**src/rtl/lds_pkg.sv**
```systemverilog
package lds_pkg;
  localparam int unsigned REG_W   = 5;
  localparam int unsigned INSTR_W = 32;
  localparam int unsigned OP_W    = 6;

  // field slots compared against the load index
  localparam int unsigned F_RS  = 0;
  localparam int unsigned F_RT  = 1;
  localparam int unsigned F_RD  = 2;
  localparam int unsigned NUM_F = 3;

  typedef enum logic [1:0] {
    HZ_NONE  = 2'd0,
    HZ_BOTH  = 2'd1,
    HZ_READ  = 2'd2,
    HZ_WRITE = 2'd3
  } hz_code_e;

  typedef struct packed {
    logic rs_rd;
    logic rt_rd;
    logic rt_wr;
    logic rd_wr;
    logic lnk_wr;
    logic wr_first;
  } use_t;

  localparam logic [OP_W-1:0] OP_SPECIAL = 6'h00;
  localparam logic [OP_W-1:0] OP_REGIMM  = 6'h01;
  localparam logic [OP_W-1:0] OP_J       = 6'h02;
  localparam logic [OP_W-1:0] OP_JAL     = 6'h03;
  localparam logic [OP_W-1:0] OP_LUI     = 6'h0F;
  localparam logic [OP_W-1:0] OP_COP0    = 6'h10;
  localparam logic [OP_W-1:0] OP_COP2    = 6'h12;
  localparam logic [OP_W-1:0] OP_LWL     = 6'h22;
  localparam logic [OP_W-1:0] OP_LWR     = 6'h26;
endpackage

```
**src/rtl/lds_decode.sv**
```systemverilog
module lds_decode
  import lds_pkg::*;
(
  input  logic [INSTR_W-1:0] instr_i,
  output use_t               use_o
);
  logic [OP_W-1:0]  op;
  logic [5:0]       fn;
  logic [REG_W-1:0] sub_rs, sub_rt;

  assign op     = instr_i[31:26];
  assign fn     = instr_i[5:0];
  assign sub_rs = instr_i[25:21];
  assign sub_rt = instr_i[20:16];

  always_comb begin
    use_o = '0;
    if (instr_i != '0) begin
      case (op)
        OP_SPECIAL: begin
          case (fn)
            6'h02, 6'h03: begin
              use_o.rt_rd = 1'b1;
              use_o.rd_wr = 1'b1;
            end
            6'h04, 6'h06, 6'h07,
            6'h20, 6'h21, 6'h22, 6'h23, 6'h24, 6'h25, 6'h26, 6'h27,
            6'h2A, 6'h2B: begin
              use_o.rs_rd = 1'b1;
              use_o.rt_rd = 1'b1;
              use_o.rd_wr = 1'b1;
            end
            6'h10, 6'h12: use_o.rd_wr = 1'b1;
            6'h11, 6'h13, 6'h08, 6'h09: use_o.rs_rd = 1'b1;
            6'h18, 6'h19, 6'h1A, 6'h1B: begin
              use_o.rs_rd = 1'b1;
              use_o.rt_rd = 1'b1;
            end
            default: ;
          endcase
        end
        OP_REGIMM: begin
          if (sub_rt == 5'h00 || sub_rt == 5'h01 ||
              sub_rt == 5'h10 || sub_rt == 5'h11)
            use_o.rs_rd = 1'b1;
        end
        OP_JAL: use_o.lnk_wr = 1'b1;
        6'h04, 6'h05: begin
          use_o.rs_rd = 1'b1;
          use_o.rt_rd = 1'b1;
        end
        6'h06, 6'h07: use_o.rs_rd = 1'b1;
        6'h08, 6'h09, 6'h0A, 6'h0B, 6'h0C, 6'h0D, 6'h0E,
        6'h20, 6'h21, 6'h23, 6'h24, 6'h25: begin
          use_o.rs_rd = 1'b1;
          use_o.rt_wr = 1'b1;
        end
        OP_LUI: use_o.rt_wr = 1'b1;
        OP_LWL, OP_LWR: begin
          use_o.rs_rd    = 1'b1;
          use_o.rt_wr    = 1'b1;
          use_o.wr_first = 1'b1;
        end
        6'h28, 6'h29, 6'h2A, 6'h2B, 6'h2E: begin
          use_o.rs_rd = 1'b1;
          use_o.rt_rd = 1'b1;
        end
        6'h32, 6'h3A: use_o.rs_rd = 1'b1;
        OP_COP0, OP_COP2: begin
          case (sub_rs)
            5'h00, 5'h02: use_o.rt_wr = 1'b1;
            5'h04, 5'h06: use_o.rt_rd = 1'b1;
            default: ;
          endcase
        end
        default: ;
      endcase
    end
  end
endmodule

```
**src/rtl/lds_match.sv**
```systemverilog
module lds_match
  import lds_pkg::*;
#(
  parameter int unsigned LINK_REG = 31
) (
  input  logic [REG_W-1:0]   ld_reg_i,
  input  logic [INSTR_W-1:0] instr_i,
  input  use_t               use_i,
  output hz_code_e           code_o
);
  localparam logic [REG_W-1:0] LINK_IDX = REG_W'(LINK_REG);

  logic [REG_W-1:0] fld [NUM_F];
  logic [NUM_F-1:0] hit;
  logic             rd_hit, wr_hit;

  assign fld[F_RS] = instr_i[25:21];
  assign fld[F_RT] = instr_i[20:16];
  assign fld[F_RD] = instr_i[15:11];

  for (genvar i = 0; i < NUM_F; i++) begin : g_cmp
    assign hit[i] = (fld[i] == ld_reg_i);
  end

  assign rd_hit = (use_i.rs_rd & hit[F_RS]) | (use_i.rt_rd & hit[F_RT]);
  assign wr_hit = (use_i.rt_wr & hit[F_RT]) | (use_i.rd_wr & hit[F_RD]) |
                  (use_i.lnk_wr & (ld_reg_i == LINK_IDX));

  always_comb begin
    if (use_i.wr_first) begin
      // partial-word loads merge into rt: write wins
      if (wr_hit)      code_o = HZ_WRITE;
      else if (rd_hit) code_o = HZ_READ;
      else             code_o = HZ_NONE;
    end else begin
      if (rd_hit && wr_hit) code_o = HZ_BOTH;
      else if (rd_hit)      code_o = HZ_READ;
      else if (wr_hit)      code_o = HZ_WRITE;
      else                  code_o = HZ_NONE;
    end
  end
endmodule

```
**src/rtl/ld_slot_classify.sv**
```systemverilog
module ld_slot_classify
  import lds_pkg::*;
#(
  parameter int unsigned LINK_REG = 31
) (
  input  logic               clk_i,
  input  logic               rst_ni,
  input  logic               valid_i,
  input  logic [REG_W-1:0]   ld_reg_i,
  input  logic [INSTR_W-1:0] instr_i,
  output logic               valid_o,
  output logic [1:0]         code_o
);
  use_t     use_w;
  hz_code_e code_w;
  logic     valid_q;
  hz_code_e code_q;
  logic     armed_q;

  lds_decode u_dec (
    .instr_i (instr_i),
    .use_o   (use_w)
  );

  lds_match #(.LINK_REG(LINK_REG)) u_match (
    .ld_reg_i (ld_reg_i),
    .instr_i  (instr_i),
    .use_i    (use_w),
    .code_o   (code_w)
  );

  always_ff @(posedge clk_i or negedge rst_ni) begin
    if (!rst_ni) begin
      valid_q <= 1'b0;
      code_q  <= HZ_NONE;
      armed_q <= 1'b0;
    end else begin
      valid_q <= valid_i;
      code_q  <= valid_i ? code_w : HZ_NONE;
      armed_q <= 1'b1;
    end
  end

  assign valid_o = valid_q;
  assign code_o  = code_q;

  logic [OP_W-1:0] op_w;
  assign op_w = instr_i[31:26];

  assert_valid_follow_R1: assert property (@(posedge clk_i) disable iff (!rst_ni)
    armed_q |-> valid_o == $past(valid_i));

  assert_idle_zero_R1: assert property (@(posedge clk_i) disable iff (!rst_ni)
    !valid_o |-> code_o == 2'd0);

  assert_nop_none_R3: assert property (@(posedge clk_i) disable iff (!rst_ni)
    (armed_q && $past(valid_i && instr_i == '0)) |-> code_o == 2'd0);

  assert_jump_none_R6: assert property (@(posedge clk_i) disable iff (!rst_ni)
    (armed_q && $past(valid_i && op_w == OP_J)) |-> code_o == 2'd0);

  assert_link_write_R6: assert property (@(posedge clk_i) disable iff (!rst_ni)
    (armed_q && $past(valid_i && op_w == OP_JAL)) |->
      code_o == (($past(ld_reg_i) == REG_W'(LINK_REG)) ? 2'd3 : 2'd0));

  assert_partial_no_both_R9: assert property (@(posedge clk_i) disable iff (!rst_ni)
    (armed_q && $past(valid_i && (op_w == OP_LWL || op_w == OP_LWR))) |-> code_o != 2'd1);

  assert_store_no_write_R10: assert property (@(posedge clk_i) disable iff (!rst_ni)
    (armed_q && $past(valid_i && (op_w == 6'h28 || op_w == 6'h29 || op_w == 6'h2A ||
                                  op_w == 6'h2B || op_w == 6'h2E))) |->
      (code_o == 2'd0 || code_o == 2'd2));
endmodule

```
**config.mk**
```make
export PLATFORM = sky130hd
export DESIGN_NAME = ld_slot_classify
export DESIGN_NICKNAME = d
export VERILOG_FILES = /design/src/rtl/lds_pkg.sv /design/src/rtl/lds_decode.sv /design/src/rtl/lds_match.sv /design/src/rtl/ld_slot_classify.sv
export SDC_FILE = /design/constraint.sdc
export NUM_CORES = 1
export LEC_CHECK = 0
export BUFFER_PORTS_ARGS = -buffer_cell sky130_fd_sc_hd__buf_2
export CAP_MARGIN = 20
export CORE_MARGIN = 2
export CORE_UTILIZATION = 37
export CTS_CLUSTER_DIAMETER = 150
export DETAILED_ROUTE_END_ITERATION = 10
export GPL_TIMING_DRIVEN = 0
export PLACE_DENSITY = 0.75
export SYNTH_ARGS = -nofsm -noshare
export SYNTH_HDL_FRONTEND = slang
export SYNTH_SLANG_ARGS = --single-unit
```
**constraint.sdc**
```tcl
create_clock -name clk_i -period 0.8 [get_ports clk_i]
set_clock_uncertainty 0.1 [all_clocks]
set_input_delay 0.04 -clock clk_i [delete_from_list [all_inputs] [get_ports clk_i]]
set_output_delay 0.04 -clock clk_i [all_outputs]
set_load 0.005 [all_outputs]
```
---- Word level (Yosys, flattened, before mapping) ----
Index checks and enable logic that the tools add are counted.
storage, ports and cells
  bits of input ports ..................... 40
  output and inout port bits .............. 3
  logic and storage cells ................. 113
  bits in registers ....................... 3
operators by class
  bitwise operators ....................... 8
  reductions and logical operators ........ 18
  mux-type cells .......................... 20
  equality and inequality tests ........... 65
operators by type and width
  operator                                                               number
  6-bit equality test, second input constant                             24
  6-bit by 4-bit equality test with 1-bit output, second input constant  10
  6-bit by 5-bit equality test with 1-bit output, second input constant  10
  6-bit by 3-bit equality test with 1-bit output, second input constant  7
  32-bit nonzero test                                                    1
  25-bit OR reduction                                                    1
  21-bit OR reduction                                                    1
  19-bit OR reduction                                                    1
  6-bit by 2-bit equality test with 1-bit output, second input constant  3
  17-bit OR reduction                                                    1
  5-bit equality test                                                    3
  5-bit equality test, second input constant                             3
  15-bit OR reduction                                                    1
  2-bit two-way mux                                                      7
  5-bit by 3-bit equality test with 1-bit output, second input constant  2
  5-bit logical NOT                                                      2
  1-bit two-way mux                                                      9
  2-bit OR reduction                                                     4
  7-bit OR reduction                                                     1
  6-bit by 1-bit equality test with 1-bit output, second input constant  1
  6-bit logical NOT                                                      1
  6-bit two-way mux                                                      1
  1-bit one-hot mux with 3 select lines                                  2
  1-bit bitwise AND                                                      5
  6 further kinds                                                        10

---- Longest topological paths before layout ----
Gate-level depths: netlist of the first run.
  depth after elaboration ................. 15
  gate-level depth with buffers ........... 9
  depth with buffers taken out ............ 8

---- Cells and area by module ----
From an unflattened synthesis of the first run, not the netlist that was laid out.
unflattened totals
  cells, all modules ...................... 92
  area total of the unflattened synthesis .. 705.7 um2
by module, submodules not included
  module            instances  area each (um2)  cells each
  lds_decode        1          392.9            58
  lds_match         1          225.2            29
  ld_slot_classify  1          87.6             5

---- Least setup slack after synthesis of the first run ----
OpenSTA, ideal clock, no wires.
  path kind ............................... input port to flip-flop
  start point ............................. input port instr_i[29]
  end point ............................... register code_q[1] (netlist: code_o[1])
  required time ........................... 580 ps
  arrival ................................. 1638 ps
  setup slack ............................. -1059 ps
  path buffers ............................ 1
  cell stages on the path ................. 8
  library setup time ...................... 120 ps
  cells stage by stage .................... buf_2 or3_4 nor4_4 and4_1 o31ai_1 and3_1 ha_1 o211a_1
on the way
  word-level cells in the longest chain between the ends .. 12
  elaborated cells on any way between the ends .. 60
  those cells by class .................... 30 x eq/ne; 14 x mux; 8 x bitwise; 8 x reduce/logical
ends and longest elaborated chain
  what                                                                          RTL line                text
  from (decl)                                                                   ld_slot_classify.sv:10  input logic [INSTR_W-1:0] instr_i,
  6-bit by 4-bit equality test with 1-bit output, or another cell as far along  lds_decode.sv:19        case (op)
  15-bit OR reduction (no line) or 2-bit OR reduction (tied branches)           n/a
  1-bit one-hot mux with 2 select lines                                         lds_decode.sv:19
  6-bit two-way mux (*)                                                         lds_decode.sv:18        if (instr_i != '0) begin
  1-bit bitwise AND                                                             lds_match.sv:26         assign wr_hit = (use_i.rt_wr & hit[F_RT]) | (use_i.rd_wr & hit[F_RD]) |
  1-bit OR (2 in a row)                                                         lds_match.sv:26
  2-bit two-way mux                                                             lds_match.sv:38         else if (wr_hit) code_o = HZ_WRITE;
  2-bit two-way mux                                                             lds_match.sv:37         else if (rd_hit) code_o = HZ_READ;
  2-bit two-way mux                                                             lds_match.sv:36         if (rd_hit && wr_hit) code_o = HZ_BOTH;
  2-bit two-way mux (*)                                                         lds_match.sv:30         if (use_i.wr_first) begin
  2-bit two-way mux (*)                                                         ld_slot_classify.sv:39  code_q <= valid_i ? code_w : HZ_NONE;
  to (signal assigned)                                                          ld_slot_classify.sv:39
  to (decl)                                                                     ld_slot_classify.sv:17  hz_code_e code_q;
Mark *: on every way between the ends. The rest lies on a longest branch, timed or not.

---- Final worst setup path of the first run ----
  start point ............................. input port instr_i[28]
  end point ............................... register code_q[1] (netlist: code_o[1])
The elaborated chain is that of the path after synthesis.

==> results of run 1 <==
logic make-up (layout without fill, tap and decap cells):
| logic type | count (synthesis) | count (layout) | synth area share, % |
|---|---|---|---|
| DFF | 3 | 3 | 11.7 |
| adders and majority gates | 1 | 1 | 1.94 |
| AOI/OAI and AO/OA | 18 | 18 | 20.6 |
| buffers and inverters | 9 | 52 | 6.60 |
| xor gates and xnor gates | 15 | 15 | 20.4 |
| and+or+nand+nor | 37 | 37 | 37.3 |
| muxes | 1 | 1 | 1.55 |
repair_timing:
action                                  CTS  global route
resized for setup                         1             4
hold buffers                              2             0
endpoints found under the setup margin    5             5
buffers inserted                          2             1
hold endpoints to repair                  6             0
pin swaps                                 1             1
registers in the layout, summed over array words and instances, names as in the netlist:
signal	flops
code_o	2
valid_o	1
Yosys cell counts, drive strengths merged (3+ instances only):
library cell,number,area [µm²]
a21oi,4,20.0
and3,3,18.8
dfrtp,3,75.1
inv,6,22.5
nand2,3,11.3
nand2b,3,18.8
nand3,4,20.0
nor2b,4,25.0
nor3,5,25.0
xnor2,8,70.1
xor2,7,61.3
worst paths after layout:
check	from	to	slack, ns	depth (start not counted)
max in group asynchronous	rst_ni	valid_o	0.46	2
setup / recovery	instr_i[28]	code_o[1]	-0.90	8
hold / removal	rst_ni	code_o[0]	0.04	2
min in group clk_i	instr_i[23]	code_o[0]	0.11	4
cell type report:
cell class,count,area [µm²]
Buffer,3,33.8
Clock buffer,4,26.3
Fill cell,168,758
Inverter,6,22.5
Multi-Input combinational cell,72,537
Sequential cell,3,75.1
Tap cell,17,21.3
Timing Repair Buffer,39,215
through the flow:
step | total power (W) | area [µm²] | instances | hold slack, ns
global placement | 0.000487 | 846 | 135 | -0.266
floorplan | 0.000335 | 654 | 84 | -0.356
finish | 0.000769 | 931 | 144 | 0.0355
CTS | 0.000775 | 912 | 143 | 0.0309
global route | 0.000823 | 931 | 144 | 0.0589
detailed placement | 0.000495 | 846 | 135 | -0.265
layer usage:
layer	up-vias	wire length, µm	part of all wire [%]
met5	-	0	0
met4	0	0	0
met2	22	867	51
met1	347	757	44
met3	0	86	5.0
li1	402	-	-
power by group:
part / switching, W / internal (W)
clock: 0.0000695 / 0.000186
sequential: 0.000000932 / 0.000157
combinational: 0.000175 / 0.000181
==> flow_summary_export.csv, run 1 <==
group,metric,value,unit
critical_path,critPathCaptureType,"flip-flop",
route,vias,771,
route,wl_per_cell,11.9,µm
layout,antenna_cells,0,
place,dp_hpwl,1400,µm
timing,setup_viol,5,
timing,slew_violations,0,
timing,hold_viol_final,0,
yosys,synth_cells,84,
cts,numCtsBuffers,3,
critical_path,crit_type,"input pin to flip-flop",
critical_path,cp_slowest_cell,"or3_4",
yosys,synth_warnings,0,
route,ant_nets,0,
run,max_cap_violations,0,
yosys,syn_avg_cell_area,7.67,µm²
yosys,syn_area,644,µm²
cts,cts_max_level,1,
global_routing,grtUsageMet2,29.3,%
status,failed_checks,"setup timing",
floorplan,dieArea,2090,µm²
route,drc,0,
global_routing,gr-usage-met1,22.3,%
layout,layout_commonest_cell,"buf_2",
pwr,leakage,0.430,nW
global_routing,grtUsageMet3,1.19,%
floorplan,io_pins,43,
floorplan,placeableCoreArea,1690,µm²
timing,max_slew_margin,72.5,%
cts,cts_root_buf,"clkbuf_4",
yosys,synth.distinct_cells,39,
timing,fin_crit_sh,213,%
place,io_buffers,34,
yosys,synth_nets,125,
timing,finalCriticalPeriod,1.70,ns
pwr,ir_drop,0.352,mV
pwr,power_density,826,nW/µm²
global_routing,busiest_layer,"met2",
timing,setup_ws,-0.904,ns
layout,final_cell_mix,"buf_2 (33), xnor2_1 (8), xor2_1 (7), inv_1 (6)",
critical_path,path_max_fanout,4,
layout,drive_gt1_share,37.8,%
yosys,synth-edff-count,0,
route,dr.pass1.iters,4,
status,status,"finished with violations",
timing,max_clock_freq,587,MHz
critical_path,slowest_delay,0.39,ns
yosys,yosys_most_used_dff,"dfrtp_1",
global_routing,grt_overflow,0,
place,pre_cts_slack,-1.22,ns
cts,clk_path_buf_depth,2,
yosys,synthArstFlopShare,100,%
route,wl,1710,µm
global_routing,grtUsageTotal,16.9,%
layout,fin_nets,169,
route,initialDrtViolationCount,27,
global_routing,grt_pass1_vias,632,
critical_path,crit_chain,"buf_8, or3_4, nor4_4, and4_1, o31ai_2, and3_1, ha_1, o211a_1",
critical_path,crit_arrival,1.72,ns
layout,area_delta_synth_final,44.5,%
yosys,ys_ff_latch,3,
layout,final_util,55.1,%
global_routing,antenna_found_initial,0,
place,place_congestion,0.802,
critical_path,worstPathRequired,0.81,ns
route,via_per_inst,5.35,
critical_path,startpoint_type,"input pin",
critical_path,path_buf_inv,1,
floorplan,die_x,45.7,µm
cts,cts_tree,"done",
timing,fin_tns_setup,-1.44,ns
floorplan,rows,15,
floorplan,start_util,38.1,%
floorplan,die_h,45.7,µm
global_routing,grt_pass1_wl,2660,µm
yosys,yosysSeqAreaShare,11.7,%
cts,clk_pin_slew,0.04,ns
min_path,min_path_type,"input pin to async pin",
timing,tightest_slew,0.412,ns
global_routing,grt_max_degree,10,
critical_path,crit_family,"simple AND/OR/NAND/NOR gates",
timing,rsz0062_at_grt,"true",
cts,cts.sinks,3,
(Power assumes the default switching activity.)
==> run 2: changes to the inputs <==
Settings changed: SKIP_CTS_REPAIR_TIMING from default to 1.
==> run 2 against run 1 <==
Effect of this change: the flow still finishes with violations (setup timing); first-iteration DRC count fell by 67%; clock-buffer cell count did not move; setup slack got worse by 0.10 ns; combinational power rose by 2%; utilization rose by 0.44 points; via count rose by 2.1%; die area did not move; sequential cell count did not move; non-clock buffer count rose by 1.
==> flow_summary_export.csv, run 2 (synthesized netlist as in run 1, its figures left out) <==
group,metric,value,unit
layout,final_cell_mix,"buf_2 (33), xnor2_1 (8), xor2_1 (7), inv_1 (6)",
timing,setup_viol,5,
critical_path,worstPathRequired,0.81,ns
place,place_congestion,0.802,
route,drc,0,
route,wl,1770,µm
critical_path,startpoint_type,"input pin",
route,ant_nets,0,
timing,rsz0062_at_grt,"true",
global_routing,antenna_found_initial,0,
global_routing,grt_pass1_wl,2580,µm
cts,cts.sinks,3,
layout,n_fill_cell,165,
pwr,power.internal,0.000530,W
pwr,power_frac_seq,20.3,%
layout,antenna_cells,0,
floorplan,die_x,45.7,µm
global_routing,grtUsageTotal,16.5,%
cts,cts_max_level,1,
layout,area_delta_synth_final,45.6,%
global_routing,gr-usage-met1,22.0,%
timing,slew_violations,0,
cts,clk_path_buf_depth,2,
global_routing,grtUsageMet3,1.19,%
global_routing,grt_overflow,0,
cts,clk_pin_slew,0.04,ns
pwr,leakage,0.436,nW
floorplan,die_h,45.7,µm
global_routing,grt_pass1_vias,615,
floorplan,rows,15,
floorplan,dieArea,2090,µm²
route,wl_per_cell,12.2,µm
place,place_area,846,µm²
critical_path,critPathCaptureType,"flip-flop",
layout,largest_reg_flops,2,
status,failed_checks,"setup timing",
timing,max_slew_margin,73.2,%
pwr,power_density,827,nW/µm²
floorplan,placeableCoreArea,1690,µm²
layout,layout_commonest_cell,"buf_2",
global_routing,grtUsageMet2,27.9,%
pwr,switchingPower,0.000246,W
layout,final_util,55.6,%
cts,cts_tree,"done",
pwr,finalPower,0.000776,W
critical_path,crit_type,"input pin to flip-flop",
route,initialDrtViolationCount,9,
layout,fin_nets,170,
pwr,ir_drop,0.364,mV
pwr,p_clk_share,33.0,%
route,vias,787,
critical_path,crit_arrival,1.82,ns
route,dr.pass1.iters,4,
place,io_buffers,34,
floorplan,io_pins,43,
place,dp_hpwl,1400,µm
layout,drive_gt1_share,37.5,%
run,max_cap_violations,0,
layout,fin_area,938,µm²
status,status,"finished with violations",
min_path,min_path_type,"input pin to async pin",
timing,setup_ws,-1.01,ns
global_routing,busiest_layer,"met2",
global_routing,grt_max_degree,10,
timing,fin_crit_sh,226,%
critical_path,path_max_fanout,5,
pwr,swShare,31.7,%
route,via_per_inst,5.43,
timing,tightest_slew,0.403,ns
timing,hold_viol_final,0,
timing,finalCriticalPeriod,1.81,ns
cts,cts_root_buf,"clkbuf_4",
pwr,combPwrFrac,46.7,%
timing,max_clock_freq,553,MHz
floorplan,start_util,38.1,%
cts,numCtsBuffers,3,
[run 2: changes by cell type in the layout (fill, tap and decap cells not counted), sizes merged]
cell,before,now
buf,39,40
[run 2: cell type report]
| type | count | area [µm²] | area share [%] |
|---|---|---|---|
| sequential | 3 | 75.1 | 8.00 |
| clock buffer | 4 | 26.3 | 2.80 |
| tap | 17 | 21.3 | 2.27 |
| timing repair buffer | 40 | 223 | 23.7 |
| buffer | 3 | 38.8 | 4.13 |
| multi-input combinational | 72 | 532 | 56.7 |
| inverter | 6 | 22.5 | 2.40 |
[run 2: critical path, cell delays in order]
cell and delay (ns):
buf_12 0.10, or3_4 0.39, nor4_4 0.31, buf_4 0.16
o2111ai_1 0.11, nand3_1 0.11, a22oi_1 0.08, ha_1 0.31
o211a_1 0.21
[run 2: per-layer routing]
metal,up-vias,wire length (µm)
met5,-,0
met4,0,0
met3,0,113
met2,29,901
met1,353,756
li1,405,-
[run 2: power groups by stage]
stage / clock, W / sequential, W / combinational [W]
after global routing: 0.000275 / 0.000158 / 0.000396
after detailed placement: 0 / 0.000160 / 0.000335
after CTS: 0.000268 / 0.000158 / 0.000336
after floorplan: 0 / 0.000160 / 0.000174
final: 0.000256 / 0.000158 / 0.000362
after global placement: 0 / 0.000159 / 0.000328
[run 2: metrics by stage]
step	hold WS, ns	std cells	setup WS, ns	setup TNS [ns]
after floorplan	-0.356	84	-1.03	-1.49
after global placement	-0.266	135	-1.20	-1.83
after detailed placement	-0.265	135	-1.22	-1.86
after CTS	-0.509	139	-0.981	-1.51
after global routing	0.0589	145	-1.11	-1.99
final	0.0356	145	-1.01	-1.70
[run 2: how the worst max path moves through the flow]
stage / slack, ns / depth (start not counted) / start / endpoint
2_1_floorplan: -1.03 / 8 / instr_i[28] / code_o[1]
4_1_cts: -0.98 / 8 / instr_i[28] / code_o[1]
6_report: -1.01 / 9 / instr_i[29] / code_o[1]
3_3_place_gp: -1.20 / 8 / instr_i[28] / code_o[1]
3_5_place_dp: -1.22 / 8 / instr_i[28] / code_o[1]
5_1_grt: -1.11 / 8 / instr_i[29] / code_o[1]
==> run 3: changes to the inputs <==
Settings changed: BUFFER_PORTS_ARGS -buffer_cell sky130_fd_sc_hd__buf_2 to default, CORE_AREA from default to 2 2 39 41, CORE_MARGIN 2 to default, CORE_UTILIZATION 37 to default, DIE_AREA from default to 0 0 41 43, DONT_BUFFER_PORTS from default to 1, PLACE_DENSITY 0.75 to default.
Clock period 0.8 ns to 2.3 ns, I/O delays scaled along.
==> run 3 against run 2 <==
Effect of this change: the run now ends clean; power down 72%; worst hold slack worse by 0.010 ns; sequential cell count unchanged; clock power decreased by 63%; via count shrank 17%; design area shrank 24%; critical path depth decreased by 1; die area down 16%; sequential share of layout area increased by 2.6 points; wire length fell by 16%; global-route usage up 1.4 points; critical path type unchanged; largest cell class unchanged; largest power group is now the clock network.
==> flow_summary_export.csv, run 3 (synthesized netlist as in run 1, its figures left out) <==
group,metric,value,unit
timing,finalCriticalPeriod,1.84,ns
timing,max_clock_freq,544,MHz
timing,fin_crit_sh,79.9,%
critical_path,crit_arrival,1.86,ns
place,dp_hpwl,1260,µm
route,vias,654,
layout,drive_gt1_share,10.0,%
route,via_per_inst,6.17,
route,initialDrtViolationCount,10,
floorplan,die_x,41,µm
global_routing,grt_pass1_wl,2230,µm
layout,n_fill_cell,142,
critical_path,critPathCaptureType,"flip-flop",
min_path,min_path_type,"input pin to async pin",
pwr,power.internal,0.000160,W
status,status,"completed",
cts,cts_root_buf,"clkbuf_4",
place,place_congestion,0.721,
floorplan,die_h,43,µm
floorplan,dieArea,1760,µm²
global_routing,antenna_found_initial,0,
cts,numCtsBuffers,3,
route,drc,0,
layout,fin_nets,132,
cts,cts.sinks,3,
critical_path,crit_type,"input pin to flip-flop",
route,top_layer_used,"met4",
timing,rsz0062_at_grt,"false",
pwr,ir_drop,0.111,mV
route,dr.pass1.iters,4,
layout,layout_commonest_cell,"xnor2_1",
cts,cts_tree,"done",
route,met2_length,756,µm
critical_path,startpoint_type,"input pin",
timing,tightest_slew,0.379,ns
pwr,switchingPower,0.0000608,W
run,max_cap_violations,0,
route,wl,1490,µm
pwr,power_density,310,nW/µm²
pwr,p_clk_share,43.0,%
global_routing,grt_pass1_vias,607,
route,wl_met1,612,µm
timing,setup_viol,0,
route,ant_nets,0,
floorplan,io_pins,43,
layout,area_delta_synth_final,10.3,%
critical_path,path_max_fanout,9,
cts,cts_max_level,1,
timing,max_slew_margin,74.7,%
global_routing,grt_max_degree,10,
critical_path,worstPathRequired,2.32,ns
timing,hold_viol_final,0,
timing,fin_tns_setup,0,ns
route,dr_wl_met3,96,µm
place,io_buffers,0,
floorplan,rows,14,
global_routing,grt_overflow,0,
layout,final_cell_mix,"xnor2_1 (8), xor2_1 (7), inv_1 (6), nor3_1 (5)",
route,wl_per_cell,14.0,µm
pwr,power_frac_seq,25.0,%
floorplan,placeableCoreArea,1380,µm²
cts,clk_path_buf_depth,2,
layout,antenna_cells,0,
global_routing,grtUsageTotal,17.9,%
timing,slew_violations,0,
pwr,leakage,0.276,nW
cts,clk_pin_slew,0.04,ns
pwr,swShare,27.5,%
floorplan,start_util,46.6,%
pwr,combPwrFrac,32.0,%
pwr,finalPower,0.000221,W
layout,largest_reg_flops,2,
run 3: worst max path at each step:
stage	startpoint	slack, ns	to	cells after the start
after global placement	instr_i[29]	0.21	code_o[1]	8
final	instr_i[29]	0.46	code_o[1]	8
after CTS	instr_i[29]	0.44	code_o[1]	8
after detailed placement	instr_i[29]	0.19	code_o[1]	8
after global routing	instr_i[29]	0.37	code_o[1]	8
after floorplan	instr_i[29]	0.37	code_o[1]	8
run 3: metrics by stage:
step | std cells | instance area [µm²] | util (%) | hold WS, ns | worst slack [ns]
after CTS | 104 | 691 | 49.9 | -0.529 | 0.437
after detailed placement | 100 | 664 | 48.0 | -0.281 | 0.195
final | 106 | 711 | 51.4 | 0.0256 | 0.463
after global routing | 106 | 711 | 51.4 | 0.0485 | 0.369
after global placement | 100 | 664 | 48.0 | -0.281 | 0.207
after floorplan | 84 | 644 | - | -0.281 | 0.366
run 3: final cells by class:
class                   count  area (µm²)  share of cell area (%)
multi-input cells          72         527                    74.1
inverters                   6        22.5                    3.17
repair buffers              2        20.0                    2.82
clock buffers               4        26.3                    3.70
well taps                  16        20.0                    2.82
plain buffers               3        20.0                    2.82
flip-flops and latches      3        75.1                    10.6
run 3: critical path, stage by stage:
cell and delay [ns]:
buf_2 0.15, or3_4 0.40, nor4_4 0.18, and4_1 0.23
o31ai_1 0.09, and3_1 0.18, ha_1 0.29, o211a_1 0.23
run 3: routing by layer:
layer / global-route usage, % / vias to the layer above
li1: - / 324
met1: 23.7 / 295
met2: 28.7 / 31
met3: 0 / 4
met4: 8.00 / 0
met5: 0 / -
run 3: power groups by stage:
stage / clock network (W) / registers [W] / logic [W]
2_1_floorplan: 0 / 0.0000558 / 0.0000589
3_3_place_gp: 0 / 0.0000558 / 0.0000652
3_5_place_dp: 0 / 0.0000559 / 0.0000667
4_1_cts: 0.0000950 / 0.0000552 / 0.0000671
5_1_grt: 0.0000967 / 0.0000555 / 0.0000787
6_report: 0.0000948 / 0.0000551 / 0.0000707
